==> config.mk <==
export PLATFORM = sky130hd
export DESIGN_NAME = hall_commutator
export DESIGN_NICKNAME = d
export VERILOG_FILES = /design/src/rtl/hc_pkg.sv /design/src/rtl/hc_default_table.sv /design/src/rtl/hc_user_table.sv /design/src/rtl/hc_pattern_sel.sv /design/src/rtl/hc_gate_drive.sv /design/src/rtl/hall_commutator.sv
export SDC_FILE = /design/constraint.sdc
export NUM_CORES = 1
export LEC_CHECK = 0
export ABC_AREA = 1
export BUFFER_PORTS_ARGS = -buffer_cell sky130_fd_sc_hd__buf_2
export CORE_MARGIN = 3
export CORE_UTILIZATION = 53
export DETAILED_ROUTE_END_ITERATION = 16
export PLACE_DENSITY = 0.72
export SLEW_MARGIN = 40
export SYNTH_ARGS = -nofsm -noshare
export SYNTH_HDL_FRONTEND = slang
export SYNTH_HIERARCHICAL = 1
export SYNTH_SLANG_ARGS = --single-unit
==> constraint.sdc <==
create_clock -name clk -period 2.4 [get_ports clk]
set_input_delay 0 -clock clk [delete_from_list [all_inputs] [get_ports clk]]
set_output_delay 0 -clock clk [all_outputs]
set_load 0.02 [all_outputs]
==> src/rtl/hc_pkg.sv <==
package hc_pkg;
  localparam int HALL_W  = 3;
  localparam int NUM_PH  = 3;
  localparam int NUM_SW  = 2 * NUM_PH;
  localparam int CODE_W  = 2;
  localparam int PAT_W   = NUM_SW * CODE_W;
  localparam int ENTRIES = 1 << HALL_W;

  typedef enum logic [CODE_W-1:0] {
    SW_OFF = 2'b00,
    SW_ON  = 2'b01,
    SW_PWM = 2'b10,
    SW_INV = 2'b11
  } sw_code_e;

  typedef logic [PAT_W-1:0] pat_t;

  // Pattern: phase ph modulated (high PWM, own low inverted), low side `on` held on.
  function automatic pat_t make_pat(input int ph, input int on);
    pat_t p;
    p = '0;
    p[ph*CODE_W +: CODE_W]            = SW_PWM;
    p[(NUM_PH+ph)*CODE_W +: CODE_W]   = SW_INV;
    p[(NUM_PH+on)*CODE_W +: CODE_W]   = SW_ON;
    return p;
  endfunction
endpackage

==> src/rtl/hc_default_table.sv <==
module hc_default_table
  import hc_pkg::*;
(
  input  logic              dir,
  input  logic [HALL_W-1:0] hall,
  output pat_t              pat
);
  always_comb begin
    case ({dir, hall})
      4'b1_001: pat = make_pat(0, 1);
      4'b1_011: pat = make_pat(2, 1);
      4'b1_010: pat = make_pat(2, 0);
      4'b1_110: pat = make_pat(1, 0);
      4'b1_100: pat = make_pat(1, 2);
      4'b1_101: pat = make_pat(0, 2);
      4'b0_101: pat = make_pat(2, 0);
      4'b0_100: pat = make_pat(2, 1);
      4'b0_110: pat = make_pat(0, 1);
      4'b0_010: pat = make_pat(0, 2);
      4'b0_011: pat = make_pat(1, 2);
      4'b0_001: pat = make_pat(1, 0);
      default:  pat = '0;
    endcase
  end
endmodule

==> src/rtl/hc_user_table.sv <==
module hc_user_table #(
  parameter int DEPTH = 8,
  parameter int WIDTH = 12,
  localparam int AW   = $clog2(DEPTH)
) (
  input  logic             clk,
  input  logic             we,
  input  logic [AW-1:0]    waddr,
  input  logic [WIDTH-1:0] wdata,
  input  logic [AW-1:0]    raddr,
  output logic [WIDTH-1:0] rdata
);
  // Small distributed RAM: synchronous write, asynchronous read.
  logic [WIDTH-1:0] mem [DEPTH];

  always_ff @(posedge clk) begin
    if (we) mem[waddr] <= wdata;
  end

  assign rdata = mem[raddr];
endmodule

==> src/rtl/hc_pattern_sel.sv <==
module hc_pattern_sel
  import hc_pkg::*;
(
  input  logic              clk,
  input  logic              rst,
  input  logic              period_end,
  input  logic [HALL_W-1:0] hall_in,
  input  logic [HALL_W-1:0] hall_ovr,
  input  logic              hall_ovr_en,
  input  logic              use_user_tbl,
  input  pat_t              dflt_pat,
  input  pat_t              user_pat,
  output logic [HALL_W-1:0] sel_hall,
  output pat_t              pat_q
);
  logic code_ok;
  pat_t pat_nxt;

  assign sel_hall = hall_ovr_en ? hall_ovr : hall_in;
  assign code_ok  = (sel_hall != '0) && (sel_hall != '1);

  always_comb begin
    if (!code_ok)          pat_nxt = '0;
    else if (use_user_tbl) pat_nxt = user_pat;
    else                   pat_nxt = dflt_pat;
  end

  always_ff @(posedge clk) begin
    if (rst)             pat_q <= '0;
    else if (period_end) pat_q <= pat_nxt;
  end
endmodule

==> src/rtl/hc_gate_drive.sv <==
module hc_gate_drive
  import hc_pkg::*;
#(
  parameter int DUTY_W = 11
) (
  input  logic              clk,
  input  logic              rst,
  input  pat_t              pat,
  input  logic [DUTY_W-1:0] carrier,
  input  logic [DUTY_W-1:0] duty,
  output logic [NUM_SW-1:0] gate_q
);
  logic              pwm;
  logic [NUM_SW-1:0] gate_nxt;

  assign pwm = carrier < duty;

  for (genvar i = 0; i < NUM_SW; i++) begin : g_sw
    always_comb begin
      case (sw_code_e'(pat[i*CODE_W +: CODE_W]))
        SW_ON:   gate_nxt[i] = 1'b1;
        SW_PWM:  gate_nxt[i] = pwm;
        SW_INV:  gate_nxt[i] = ~pwm;
        default: gate_nxt[i] = 1'b0;
      endcase
    end
  end

  always_ff @(posedge clk) begin
    if (rst) gate_q <= '0;
    else     gate_q <= gate_nxt;
  end
endmodule

==> src/rtl/hall_commutator.sv <==
module hall_commutator
  import hc_pkg::*;
#(
  parameter int DUTY_W    = 11,
  parameter int DUTY_HI_W = 8,
  localparam int DUTY_LO_W = DUTY_W - DUTY_HI_W
) (
  input  logic                 clk,
  input  logic                 rst,
  input  logic [HALL_W-1:0]    hall_in,
  input  logic [HALL_W-1:0]    hall_ovr,
  input  logic                 hall_ovr_en,
  input  logic                 dir,
  input  logic                 use_user_tbl,
  input  logic [DUTY_HI_W-1:0] duty_hi,
  input  logic [DUTY_LO_W-1:0] duty_lo,
  input  logic [DUTY_W-1:0]    carrier,
  input  logic                 period_end,
  input  logic                 tbl_we,
  input  logic [HALL_W-1:0]    tbl_addr,
  input  logic [PAT_W-1:0]     tbl_wdata,
  output logic [NUM_PH-1:0]    gate_hi,
  output logic [NUM_PH-1:0]    gate_lo
);
  logic [HALL_W-1:0] sel_hall;
  pat_t              dflt_pat;
  pat_t              user_pat;
  pat_t              pat_q;
  logic [NUM_SW-1:0] gate_q;
  logic [DUTY_W-1:0] duty;

  assign duty = {duty_hi, duty_lo};

  hc_default_table u_dflt (
    .dir  (dir),
    .hall (sel_hall),
    .pat  (dflt_pat)
  );

  hc_user_table #(.DEPTH(ENTRIES), .WIDTH(PAT_W)) u_utbl (
    .clk   (clk),
    .we    (tbl_we),
    .waddr (tbl_addr),
    .wdata (tbl_wdata),
    .raddr (sel_hall),
    .rdata (user_pat)
  );

  hc_pattern_sel u_sel (
    .clk          (clk),
    .rst          (rst),
    .period_end   (period_end),
    .hall_in      (hall_in),
    .hall_ovr     (hall_ovr),
    .hall_ovr_en  (hall_ovr_en),
    .use_user_tbl (use_user_tbl),
    .dflt_pat     (dflt_pat),
    .user_pat     (user_pat),
    .sel_hall     (sel_hall),
    .pat_q        (pat_q)
  );

  hc_gate_drive #(.DUTY_W(DUTY_W)) u_drv (
    .clk     (clk),
    .rst     (rst),
    .pat     (pat_q),
    .carrier (carrier),
    .duty    (duty),
    .gate_q  (gate_q)
  );

  assign gate_hi = gate_q[NUM_PH-1:0];
  assign gate_lo = gate_q[NUM_SW-1:NUM_PH];
endmodule

==> metrics.md, run 1 <==
| Metric | Value |
|---|---|
| Nets | `about 800` |
| Design Area, Final | `6812 um2` |
| I/O pins | `56` |
| Clock slew seen by the registers of the worst setup and hold paths | `0.06 ns` |
| Core area | `10420 um2` |
| Dpl cells | `between 800 and 900` |
| Met3 wire length | `880 um` |
| CTS tree | `built` |
| Die Y | `110.2 um` |
| Status | `completed` |
| Max Clock Freq | `about 0.7 GHz` |
| DR pass1 iterations | `5` |
| Yosys warnings | `6` |
| Via Count | `4452` |
| Antenna violations before repair | `0` |
| Crit. End Element | `flop` |
| Setup violators final | `0` |
| Total gr overflow | `0` |
| Top sig layer | `met4` |
| Power Density | `737.1 nW/um2` |
| CP Class | `primary input to flop` |
| Non-Filler Instances | `approximately 890` |
| P&R area growth vs syn | `18.48%` |
| IO buf count | `55` |
| Initial core utilization | `0.5520` |
| Gpl congestion | `about 0.83` |
| # rows | `37` |
| Clk Latency, worst-skew pair | `about 0.52 ns` |
| Final Max Tran Viols | `0` |
| VDD IR max | `0.4847 mV` |
| Dpl hpwl | `between 7000 and 8000 um` |
| Tcrit/Tclk final | `0.6092` |
| Final hold vios | `0` |
| Post-route ant nets | `0` |
| Placed cell area | `6152 um2` |
| Syn_area_per_cell | `8.711 um2` |
| CTS Buf Count | `17` |
| H-tree Lvls | `4` |
| GRT Util Overall | `0.2199` |
| Syn Inst Count | `660` |
| Sequential fraction of the synthesis area | `0.5641` |
| # DRC | `0` |
| Crit-path max FO | `36` |
| Critical path data arrival time | `1.86 ns` |
| Leakage power | `3.253 nW` |
| #FFs+latches synth | `114` |
| Routed WL | `12570 um` |
| First-pass GRT wire length | `19790 um` |
| Average wire per standard cell | `14.20 um` |
| Max_cap viols | `0` |
| RSZ-0062 raised after global routing | `no` |
| Root Buffer Master | `clkbuf_8` |
| Critical path required time | `2.80 ns` |
| Final core utilization | `0.6539` |
| Synth cell types | `25` |
| Routed wl met2 | `between 6000 and 7000 um` |
| Skew final | `0.007888 ns` |
| Setup_tns | `0 ns` |
| Largest net degree at the start of global routing | `37` |
| Hold slack | `0.1060 ns` |
| # diodes | `0` |
| Critical Path Start Type | `primary input` |
| Synthesized area | `between 5000 and 6000 um2` |
| Via density | `5.031` |
| Worst-case clock buffer depth | `2` |
| Worst setup margin | `0.9379 ns` |
| Pre-CTS WS | `approximately 0.47 ns` |
| Pwr Total | `5.021 mW` |
| Die ar. | `about 12000 um2` |
| Clock sink total | `approximately 110` |
| Vias in the first global route | `4115` |
| Layout cell share with drive strength beyond 1 | `0.1896` |
| Final Critical Period | `between 1 and 1.5 ns` |
| DRT iter0 DRCs | `299` |
| Met1 Wirelength | `about 5200 um` |
| Worst hold-check path type | `primary input to flop` |
| Die Width | `110.2 um` |
## worst paths after layout
kind              cells past startpoint  slack, ns              from                to
setup / recovery                     14       0.94       hall_ovr_en    u_sel/pat_q[9]
setup reg to reg                      9       1.08  u_utbl/mem[4][9]    u_sel/pat_q[9]
hold / removal                        4       0.11       tbl_addr[1]  u_utbl/mem[7][5]
hold reg to reg                       2       0.52   u_sel/pat_q[10]   u_drv/gate_q[5]
## worst max-delay path, stage by stage
cell,delay (ns)
buf_2,0.14
inv_2,0.08
nand2_1,0.06
nand2_1,0.22
inv_2,0.29
buf_12,0.23
nand2_1,0.09
nand3_1,0.07
nand2_1,0.08
nand2_1,0.08
nand2_1,0.07
mux2_2,0.27
nand2_1,0.08
a21oi_1,0.06
## registers in the layout (all words and copies together) (netlist names)
register / cells
u_drv/gate_q: 6
u_sel/pat_q: 12
u_utbl/mem: 96
## cells in the mapped netlist (all sizes together)
master	n	share of area
a21oi	14	0.012
and2	1	0.0011
buf	22	0.025
clkbuf	6	0.0039
clkinv	21	0.014
conb	1	0.00065
dfxtp	18	0.063
edfxtp	96	0.50
ha	15	0.033
inv	121	0.079
mux2	12	0.024
nand2	227	0.15
nand3	53	0.048
nand4	6	0.0065
nor2	31	0.025
o21ai	16	0.015
## timing repair
action                                 4_1_cts  5_1_grt
endpoints found under the hold margin      114        0
setup endpoints to repair                    0        0
gates resized for setup                      0        0
hold buffers                                14        0
setup buffers                                0        0
## cell type report
cell class | count | area (um2)
Fill cell | 853 | 3605
Timing Repair Buffer | 83 | 533.0
Tap cell | 136 | 170.2
Clock inverter | 6 | 30.03
Multi-Input combinational cell | 378 | 1813
Clock buffer | 26 | 489.2
Inverter | 142 | 533.0
Sequential cell | 114 | 3243
## cell usage in the layout, fill, tap and decap left out
cell type        n
nand2_1        223
inv_1          102
edfxtp_1        96
buf_2           55
nand3_1         51
nor2_1          22
clkinv_1        21
inv_2           19
dfxtp_1         18
clkbuf_16       17
ha_1            15
dlygate4sd3_1   14
a21oi_1         14
buf_4           13
o21ai_0         13
mux2_2          12
nor2_2           8
clkinv_2         6
clkbuf_1         6
nand4_1          6
nand2_2          4
clkbuf_8         3
conb_1           3
o21ai_1          2
nand3_2          2
nor2_4           1
and2_1           1
o21ai_2          1
buf_12           1
## per-layer routing
layer  up-vias  GRT usage
met5         -          0
met4         0    0.06420
met3        11    0.06057
met2       147     0.3674
met1      2098     0.2814
li1       2196          -
## logic make-up (layout without fill, tap and decap cells)
family,after synthesis,in the layout,share of synthesized area
compound gates,30,30,0.02677
fa+ha+maj,15,15,0.03264
buf+inv,170,257,0.1219
flops,114,114,0.5641
mux,12,12,0.02350
other cells,1,3,0.0006523
simple gates,318,318,0.2305
## power breakdown
group,internal [mW],switching (mW)
sequential,2.23,0.0283
clock,1.37,0.801
combinational,0.221,0.373
total,3.82,1.20
Note: power is estimated with default switching activity, not from simulation.
==> run 2, diff against run 1 <==
--- a/config.mk
+++ b/config.mk
@@ -5,12 +5,12 @@
 export SDC_FILE = /design/constraint.sdc
 export NUM_CORES = 1
 export LEC_CHECK = 0
-export ABC_AREA = 1
+export ABC_AREA = 0
 export BUFFER_PORTS_ARGS = -buffer_cell sky130_fd_sc_hd__buf_2
 export CORE_MARGIN = 3
 export CORE_UTILIZATION = 53
 export DETAILED_ROUTE_END_ITERATION = 16
-export PLACE_DENSITY = 0.72
+export PLACE_DENSITY = 0.75
 export SLEW_MARGIN = 40
 export SYNTH_ARGS = -nofsm -noshare
 export SYNTH_HDL_FRONTEND = slang
==> constraint.sdc (replaced) <==
create_clock -name clk -period 1.2 [get_ports clk]
set_input_delay 0 -clock clk [delete_from_list [all_inputs] [get_ports clk]]
set_output_delay 0 -clock clk [all_outputs]
set_load 0.02 [all_outputs]
==> run 2 against run 1 <==
Compared with the run above: the flow now finishes with violations (setup timing); combinational power grew 110%; final cell count shrank 38%; register-to-register slack lost 1.6 ns; critical path depth shrank 9; core utilization grew 5.7 points; non-clock buffer count grew 12; sequential share of layout area grew 1.1 points; clock-buffer cell count shrank 7; global-route usage shrank 1.8 points; clock skew grew 0.0038 ns; critical endpoint is now u_sel/pat_q[6]; largest power group is now the clock network.
==> metrics.md, run 2 <==
| Metric | Value |
|---|---|
| Status | `finished with violations` |
| Failing checks | `setup timing` |
| Syn_area_per_cell | `17.00 um2 (+95%)` |
| Final Max Tran Viols | `0 (unchanged)` |
| Ys async rst share | `0 (unchanged)` |
| Worst-case clock buffer depth | `2 (unchanged)` |
| Crit-path max FO | `1 (-97%)` |
| # diodes | `0 (unchanged)` |
| Die Width | `105.1 um (-4.6%)` |
| CTS tree | `built` |
| Vias in the first global route | `3165 (-23%)` |
| Core area | `9371 um2 (-10%)` |
| Setup Buffers After CTS | `0 (unchanged)` |
| Critical path required time | `1.59 ns (-1.21 ns)` |
| # rows | `35 (-5.4%)` |
| Synth top area cells | `edfxtp_1 55%, mux4_1 11%, dfxtp_1 6.9%` |
| Count leader, synth | `edfxtp_1` |
| Leakage power | `2.594 nW (-20%)` |
| Antenna violations before repair | `0 (unchanged)` |
| Crit-path slowest cell | `mux4_2` |
| Setup_tns | `-5.986 ns (-5.986 ns)` |
| Crit. End Element | `flop` |
| Syn Inst Count | `306 (-54%)` |
| Cell mode on critical path | `mux2_4` |
| Via density | `5.387 (+7.1%)` |
| DRT iter0 DRCs | `151 (-49%)` |
| I/O pins | `56 (unchanged)` |
| Largest net degree at the start of global routing | `17 (-54%)` |
| Setup violators final | `12 (+12)` |
| Critical path data arrival time | `2.13 ns (+0.27 ns)` |
| Final Critical Period | `1.739 ns` |
| Critical path's top delay family | `multiplexers` |
| Via Count | `2936 (-34%)` |
| Clock slew seen by the registers of the worst setup and hold paths | `0.06 ns (about the same)` |
| Die Y | `105.1 um (-4.6%)` |
| Hold slack | `0.04496 ns (-0.06100 ns)` |
| Synth cell types | `33 (+32%)` |
| Clock sink total | `114 (unchanged)` |
| IO buf count | `55 (unchanged)` |
| Worst Path Buf+Inv | `0 (-4)` |
| Root Buffer Master | `clkbuf_8` |
| P&R area growth vs syn | `28.10%` |
| Critical path cell sequence | `mux4_2 > mux2_4 > mux2_4 > mux2i_1 > nor3_1` |
| CP Class | `flop to flop` |
| DR pass1 iterations | `4 (-1)` |
| Worst setup margin | `-0.5385 ns (-1.476 ns)` |
| Post-synth EDFFs | `96 (unchanged)` |
| Dpl hpwl | `6667 um (-15%)` |
| Routed WL | `10150 um (-19%)` |
| Gpl congestion | `0.7598 (-7.9%)` |
| Synthesized area | `5201 um2 (-9.5%)` |
| Average wire per standard cell | `18.63 um (+31%)` |
| Final hold vios | `0 (unchanged)` |
| GRT Util Overall | `0.2020 (-0.01792)` |
| Placed cell area | `5901 um2 (-4.1%)` |
| Total gr overflow | `0 (unchanged)` |
| Largest regs | `u_utbl/mem x96, u_sel/pat_q x12, u_drv/gate_q x6` |
| Yosys warnings | `6 (unchanged)` |
| Design Area, Final | `6663 um2 (-2.2%)` |
| Pre-CTS WS | `-0.8561 ns (-1.327 ns)` |
| Clk Latency, worst-skew pair | `0.51 ns (about the same)` |
| H-tree Lvls | `4 (unchanged)` |
| Ys flop type | `edfxtp_1` |
| Commonest non-fill, non-tap cell in the layout | `edfxtp_1` |
| Synth cell count leaders | `96 x edfxtp_1, 26 x mux2_2, 21 x mux4_1, 18 x dfxtp_1, 17 x inv_1` |
| Critical Path Start Type | `flop` |
| Die ar. | `11040 um2 (-9.0%)` |
| Tcrit/Tclk final | `1.449` |
| First-pass GRT wire length | `16570 um (-16%)` |
| Worst hold-check path type | `primary input to flop` |
| # DRC | `0 (unchanged)` |
| #FFs+latches synth | `114 (unchanged)` |
| Crit path largest cell delay | `0.49 ns (+0.20 ns)` |
| CTS Buf Count | `17 (unchanged)` |
| Max_cap viols | `0 (unchanged)` |
| Nets | `468 (-42%)` |
| RSZ-0062 raised after global routing | `yes` |
| Number of flip-flops in the largest register | `96 (unchanged)` |
| Largest area contributor in the netlist | `edfxtp_1` |
| Sequential fraction of the synthesis area | `0.6235 (+0.05944)` |
| VDD IR max | `1.272 mV (+160%)` |
| Biggest register | `u_utbl/mem` |
| Post-route ant nets | `0 (unchanged)` |
| Commonest cells after routing, fill and taps aside | `96 x edfxtp_1, 55 x buf_2, 24 x mux2_4, 24 x mux4_2, 18 x dfxtp_1` |
| Layout cell share with drive strength beyond 1 | `0.4495 (+0.2599)` |
| Initial core utilization | `0.5550 (+0.003055)` |
| Power Density | `1541 nW/um2 (+110%)` |
| Max Clock Freq | `0.5752 GHz` |
| Top cell type's share of synthesized area | `0.5542 (+0.05283)` |
| Skew final | `0.01172 ns (+0.003833 ns)` |
==> run 2: cell count changes in the layout (fill, tap and decap cells not counted), moves of 10 or more <==
cell	previous run	this run
o21ai_0	13	2
mux2_2	12	2
inv_2	19	3
mux2_4	0	24
mux4_2	0	24
nand3_1	51	6
mux2i_1	0	12
inv_1	102	12
clkinv_1	21	4
nand2_1	223	4
nor3_2	0	12
==> run 2: final timing paths <==
| check | end | depth (start not counted) | startpoint | slack, ns |
|---|---|---|---|---|
| hold / removal | u_sel/pat_q[8] | 4 | period_end | 0.04 |
| setup / recovery | u_sel/pat_q[6] | 5 | u_utbl/mem[5][6] | -0.54 |
| setup reg to reg | u_sel/pat_q[6] | 5 | u_utbl/mem[5][6] | -0.54 |
| hold reg to reg | u_sel/pat_q[11] | 2 | u_sel/pat_q[11] | 0.54 |
==> run 2: cell type report <==
type / count / area [um2]
sequential: 114 / 3243
timing repair buffer: 95 / 738.2
tap: 129 / 161.4
inverter: 17 / 78.83
clock inverter: 13 / 118.9
fill: 612 / 2709
multi-input combinational: 158 / 1901
clock buffer: 19 / 421.7
==> run 2: cells by family (layout without fill, tap and decap cells) <==
logic type | count (synthesis) | after routing | synth area share
buffers and inverters | 36 | 144 | 0.03849
AND/OR/NAND/NOR | 50 | 50 | 0.06014
multiplexers | 71 | 71 | 0.2172
adder cells (fa/ha/maj) | 15 | 15 | 0.03608
flip-flops | 114 | 114 | 0.6235
other | 1 | 3 | 0.0007210
AO/OA/AOI/OAI | 19 | 19 | 0.02382
==> run 2: repair_timing <==
action	4_1_cts	5_1_grt
resized for setup	24	3
endpoints found under the setup margin	12	12
hold buffers	15	0
hold endpoints to repair	110	0
==> run 2: tightest hold or removal path, cell delays in order <==
cell and delay [ns]:
buf_2 0.10, a41o_1 0.20, buf_12 0.16, nor3_2 0.05
==> run 2: through the flow <==
step / utilization / cells / total power, mW
floorplan: - / 308 / 5.312
global placement: 0.6296 / 498 / 5.653
detailed placement: 0.6296 / 498 / 5.691
CTS: 0.7097 / 545 / 10.34
global route: 0.7109 / 545 / 10.63
finish: 0.7109 / 545 / 10.27
==> run 2: where the power goes <==
group,internal (mW),switching (mW)
logic,0.675,0.545
clock network,2.90,1.63
registers,4.46,0.0581
total,8.03,2.24
==> run 2: metal layers <==
layer  vias to the layer above  track usage  routed length, um
li1                       1368            -                  -
met1                      1494       0.2418               4121
met2                        63       0.3579               5580
met3                        11      0.05003                332
met4                         0      0.06467                119
met5                         -            0                  0
==> run 3, diff against run 2 <==
--- a/config.mk
+++ b/config.mk
@@ -7,6 +7,7 @@
 export LEC_CHECK = 0
 export ABC_AREA = 0
 export BUFFER_PORTS_ARGS = -buffer_cell sky130_fd_sc_hd__buf_2
+export CORE_ASPECT_RATIO = 1.2
 export CORE_MARGIN = 3
 export CORE_UTILIZATION = 53
 export DETAILED_ROUTE_END_ITERATION = 16
==> run 3 against run 2 <==
Compared with the run above: the flow still finishes with violations (setup timing); sequential share of layout area is 0.12 points lower; routed wire length is 0.64% higher; fmax is 1.6% lower; critical path depth stayed put; final cell count is 1.1% lower; critical path type unchanged; critical endpoint is now u_sel/pat_q[3]; register-to-register slack worse by 0.03 ns.
==> metrics.md, run 3 (synthesis gave the netlist of run 2 again) <==
| Metric | Value |
|---|---|
| Status | `finished with violations` |
| Failing checks | `setup timing` |
| Tcrit/Tclk final | `1.473 (+0.02425)` |
| Hold slack | `0.03650 ns (-0.008462 ns)` |
| Crit-path max FO | `1 (unchanged)` |
| Clock sink total | `114 (unchanged)` |
| H-tree Lvls | `4 (unchanged)` |
| RSZ-0062 raised after global routing | `yes` |
| Worst-case clock buffer depth | `2 (unchanged)` |
| Crit. End Element | `flop` |
| Die ar. | `11040 um2 (about the same)` |
| Setup violators final | `12 (unchanged)` |
| # DRC | `0 (unchanged)` |
| Total gr overflow | `0 (unchanged)` |
| Critical path's top delay family | `multiplexers` |
| IO buf count | `55 (unchanged)` |
| Final Critical Period | `1.768 ns (+0.02910 ns)` |
| Layout cell share with drive strength beyond 1 | `0.4760 (+0.02644)` |
| Cell mode on critical path | `mux2_4` |
| Number of flip-flops in the largest register | `96 (unchanged)` |
| Placed cell area | `5878 um2 (-0.38%)` |
| Critical path required time | `1.49 ns (-0.10 ns)` |
| Crit-path slowest cell | `mux4_2` |
| Skew final | `0.006719 ns (-0.005002 ns)` |
| First-pass GRT wire length | `16100 um (-2.9%)` |
| Core area | `9564 um2 (+2.1%)` |
| Clk Latency, worst-skew pair | `0.40 ns (-0.11 ns)` |
| Critical path data arrival time | `2.06 ns (-0.07 ns)` |
| Storage cell area | `3243 um2 (unchanged)` |
| DRT iter0 DRCs | `137 (-9.3%)` |
| Worst Path Buf+Inv | `0 (unchanged)` |
| Initial core utilization | `0.5438 (-0.01118)` |
| # diodes | `0 (unchanged)` |
| Worst hold-check path type | `primary input to flop` |
| Root Buffer Master | `clkbuf_16` |
| DR pass1 iterations | `4 (unchanged)` |
| Final Max Tran Viols | `0 (unchanged)` |
| Max_cap viols | `0 (unchanged)` |
| Average wire per standard cell | `18.96 um (+1.8%)` |
| Leakage power | `2.591 nW (-0.12%)` |
| Biggest register | `u_utbl/mem` |
| Die Y | `114.5 um (+9.0%)` |
| Antenna violations before repair | `0 (unchanged)` |
| Fill count | `632 (+3.3%)` |
| Largest regs | `u_utbl/mem x96, u_sel/pat_q x12, u_drv/gate_q x6` |
| Largest net degree at the start of global routing | `20 (+3)` |
| Multi-input gate area | `1933 um2 (+1.7%)` |
| Critical Path Start Type | `flop` |
| # rows | `39 (+11%)` |
| Vias in the first global route | `3145 (-0.63%)` |
| CP Class | `flop to flop` |
| Commonest cells after routing, fill and taps aside | `96 x edfxtp_1, 55 x buf_2, 24 x mux2_4, 24 x mux4_2, 21 x buf_4` |
| Die Width | `96.43 um (-8.2%)` |
| Max Clock Freq | `0.5657 GHz (-1.6%)` |
| R2r setup slk | `-0.57 ns (-0.03 ns)` |
| Final hold vios | `0 (unchanged)` |
| Clock slew seen by the registers of the worst setup and hold paths | `0.05 ns (about the same)` |
| I/O pins | `56 (unchanged)` |
| Setup Buffers After CTS | `0 (unchanged)` |
| Commonest non-fill, non-tap cell in the layout | `edfxtp_1` |
| GRT Util Overall | `0.2062 (+0.004202)` |
| Routed WL | `10220 um (+0.64%)` |
| Design Area, Final | `6679 um2 (+0.24%)` |
| P&R area growth vs syn | `28.41%` |
| CTS tree | `built` |
| Crit path largest cell delay | `0.50 ns (about the same)` |
| Worst setup margin | `-0.5676 ns (-0.02910 ns)` |
| Gpl congestion | `0.7240 (-4.7%)` |
| Via density | `5.406 (+0.36%)` |
| Post-route ant nets | `0 (unchanged)` |
| Critical path cell sequence | `mux4_2 > mux2_4 > mux2_4 > mux2i_2 > nor3_2` |
| Power Density | `1588 nW/um2 (+3.1%)` |
| Via Count | `2914 (-0.75%)` |
| Nets | `468 (unchanged)` |
| VDD IR max | `1.417 mV (+11%)` |
| CTS Buf Count | `17 (unchanged)` |
| Dpl hpwl | `6775 um (+1.6%)` |
[run 3: cell types whose count changed in the layout (fill, tap and decap cells not counted), sizes merged]
cell / previous run / this run
buf: 80 / 83
dlygate4sd3: 15 / 12
bufinv: 2 / 3
clkbuf: 19 / 20
clkinv: 9 / 8
clkinvlp: 2 / 1
[run 3: worst register-to-register path, cell delays in order, from the launching register on]
cell and delay (ns):
edfxtp_1 0.39, mux4_2 0.51, mux2_4 0.29, mux2_4 0.26, mux2i_2 0.16, nor3_2 0.05
[run 3: per-layer routing]
layer	GRT usage	wire, um
met1	0.2254	3887
met3	0.07298	544
met4	0.06922	160
met2	0.3667	5626
met5	0	0
[run 3: worst paths after layout]
kind / cells past startpoint / start / end
setup / recovery: 5 / u_utbl/mem[7][3] / u_sel/pat_q[3]
hold / removal: 3 / rst / u_drv/gate_q[3]
setup reg to reg: 5 / u_utbl/mem[7][3] / u_sel/pat_q[3]
hold reg to reg: 2 / u_sel/pat_q[6] / u_sel/pat_q[6]
[run 3: power by group]
| part | total [mW] | switching [mW] | leakage (nW) | internal [mW] |
|---|---|---|---|---|
| registers | 4.52 | 0.0577 | 1.02 | 4.46 |
| clock network | 4.85 | 1.63 | 0.278 | 3.22 |
| logic | 1.24 | 0.560 | 1.29 | 0.682 |
| total | 10.6 | 2.24 | 2.59 | 8.37 |
[run 3: what timing repair did]
action / CTS / global route
hold buffers: 12 / 0
endpoints found under the hold margin: 96 / 0
setup endpoints to repair: 12 / 14
resized for setup: 22 / 14
pin swaps: 1 / 2
[run 3: per-stage QoR]
stage          worst slack, ns  std cells  utilization  power (mW)  setup TNS (ns)
6_report               -0.5676        539       0.6983       10.61          -6.231
3_3_place_gp           -0.8322        495       0.6146       5.650          -11.76
3_5_place_dp           -0.8737        495       0.6146       5.693          -12.08
2_1_floorplan          -0.6299        308            -       5.312          -7.713
4_1_cts                -0.5513        539       0.6930       10.64          -6.198
5_1_grt                -0.6135        539       0.6983       10.97          -6.807
[run 3: final cells by class]
cell class | count | area share
Clock buffer | 20 | 0.06538
Inverter | 17 | 0.01180
Multi-Input combinational cell | 158 | 0.2894
Tap cell | 123 | 0.02304
Sequential cell | 114 | 0.4856
Timing Repair Buffer | 95 | 0.1038
Clock inverter | 12 | 0.02098
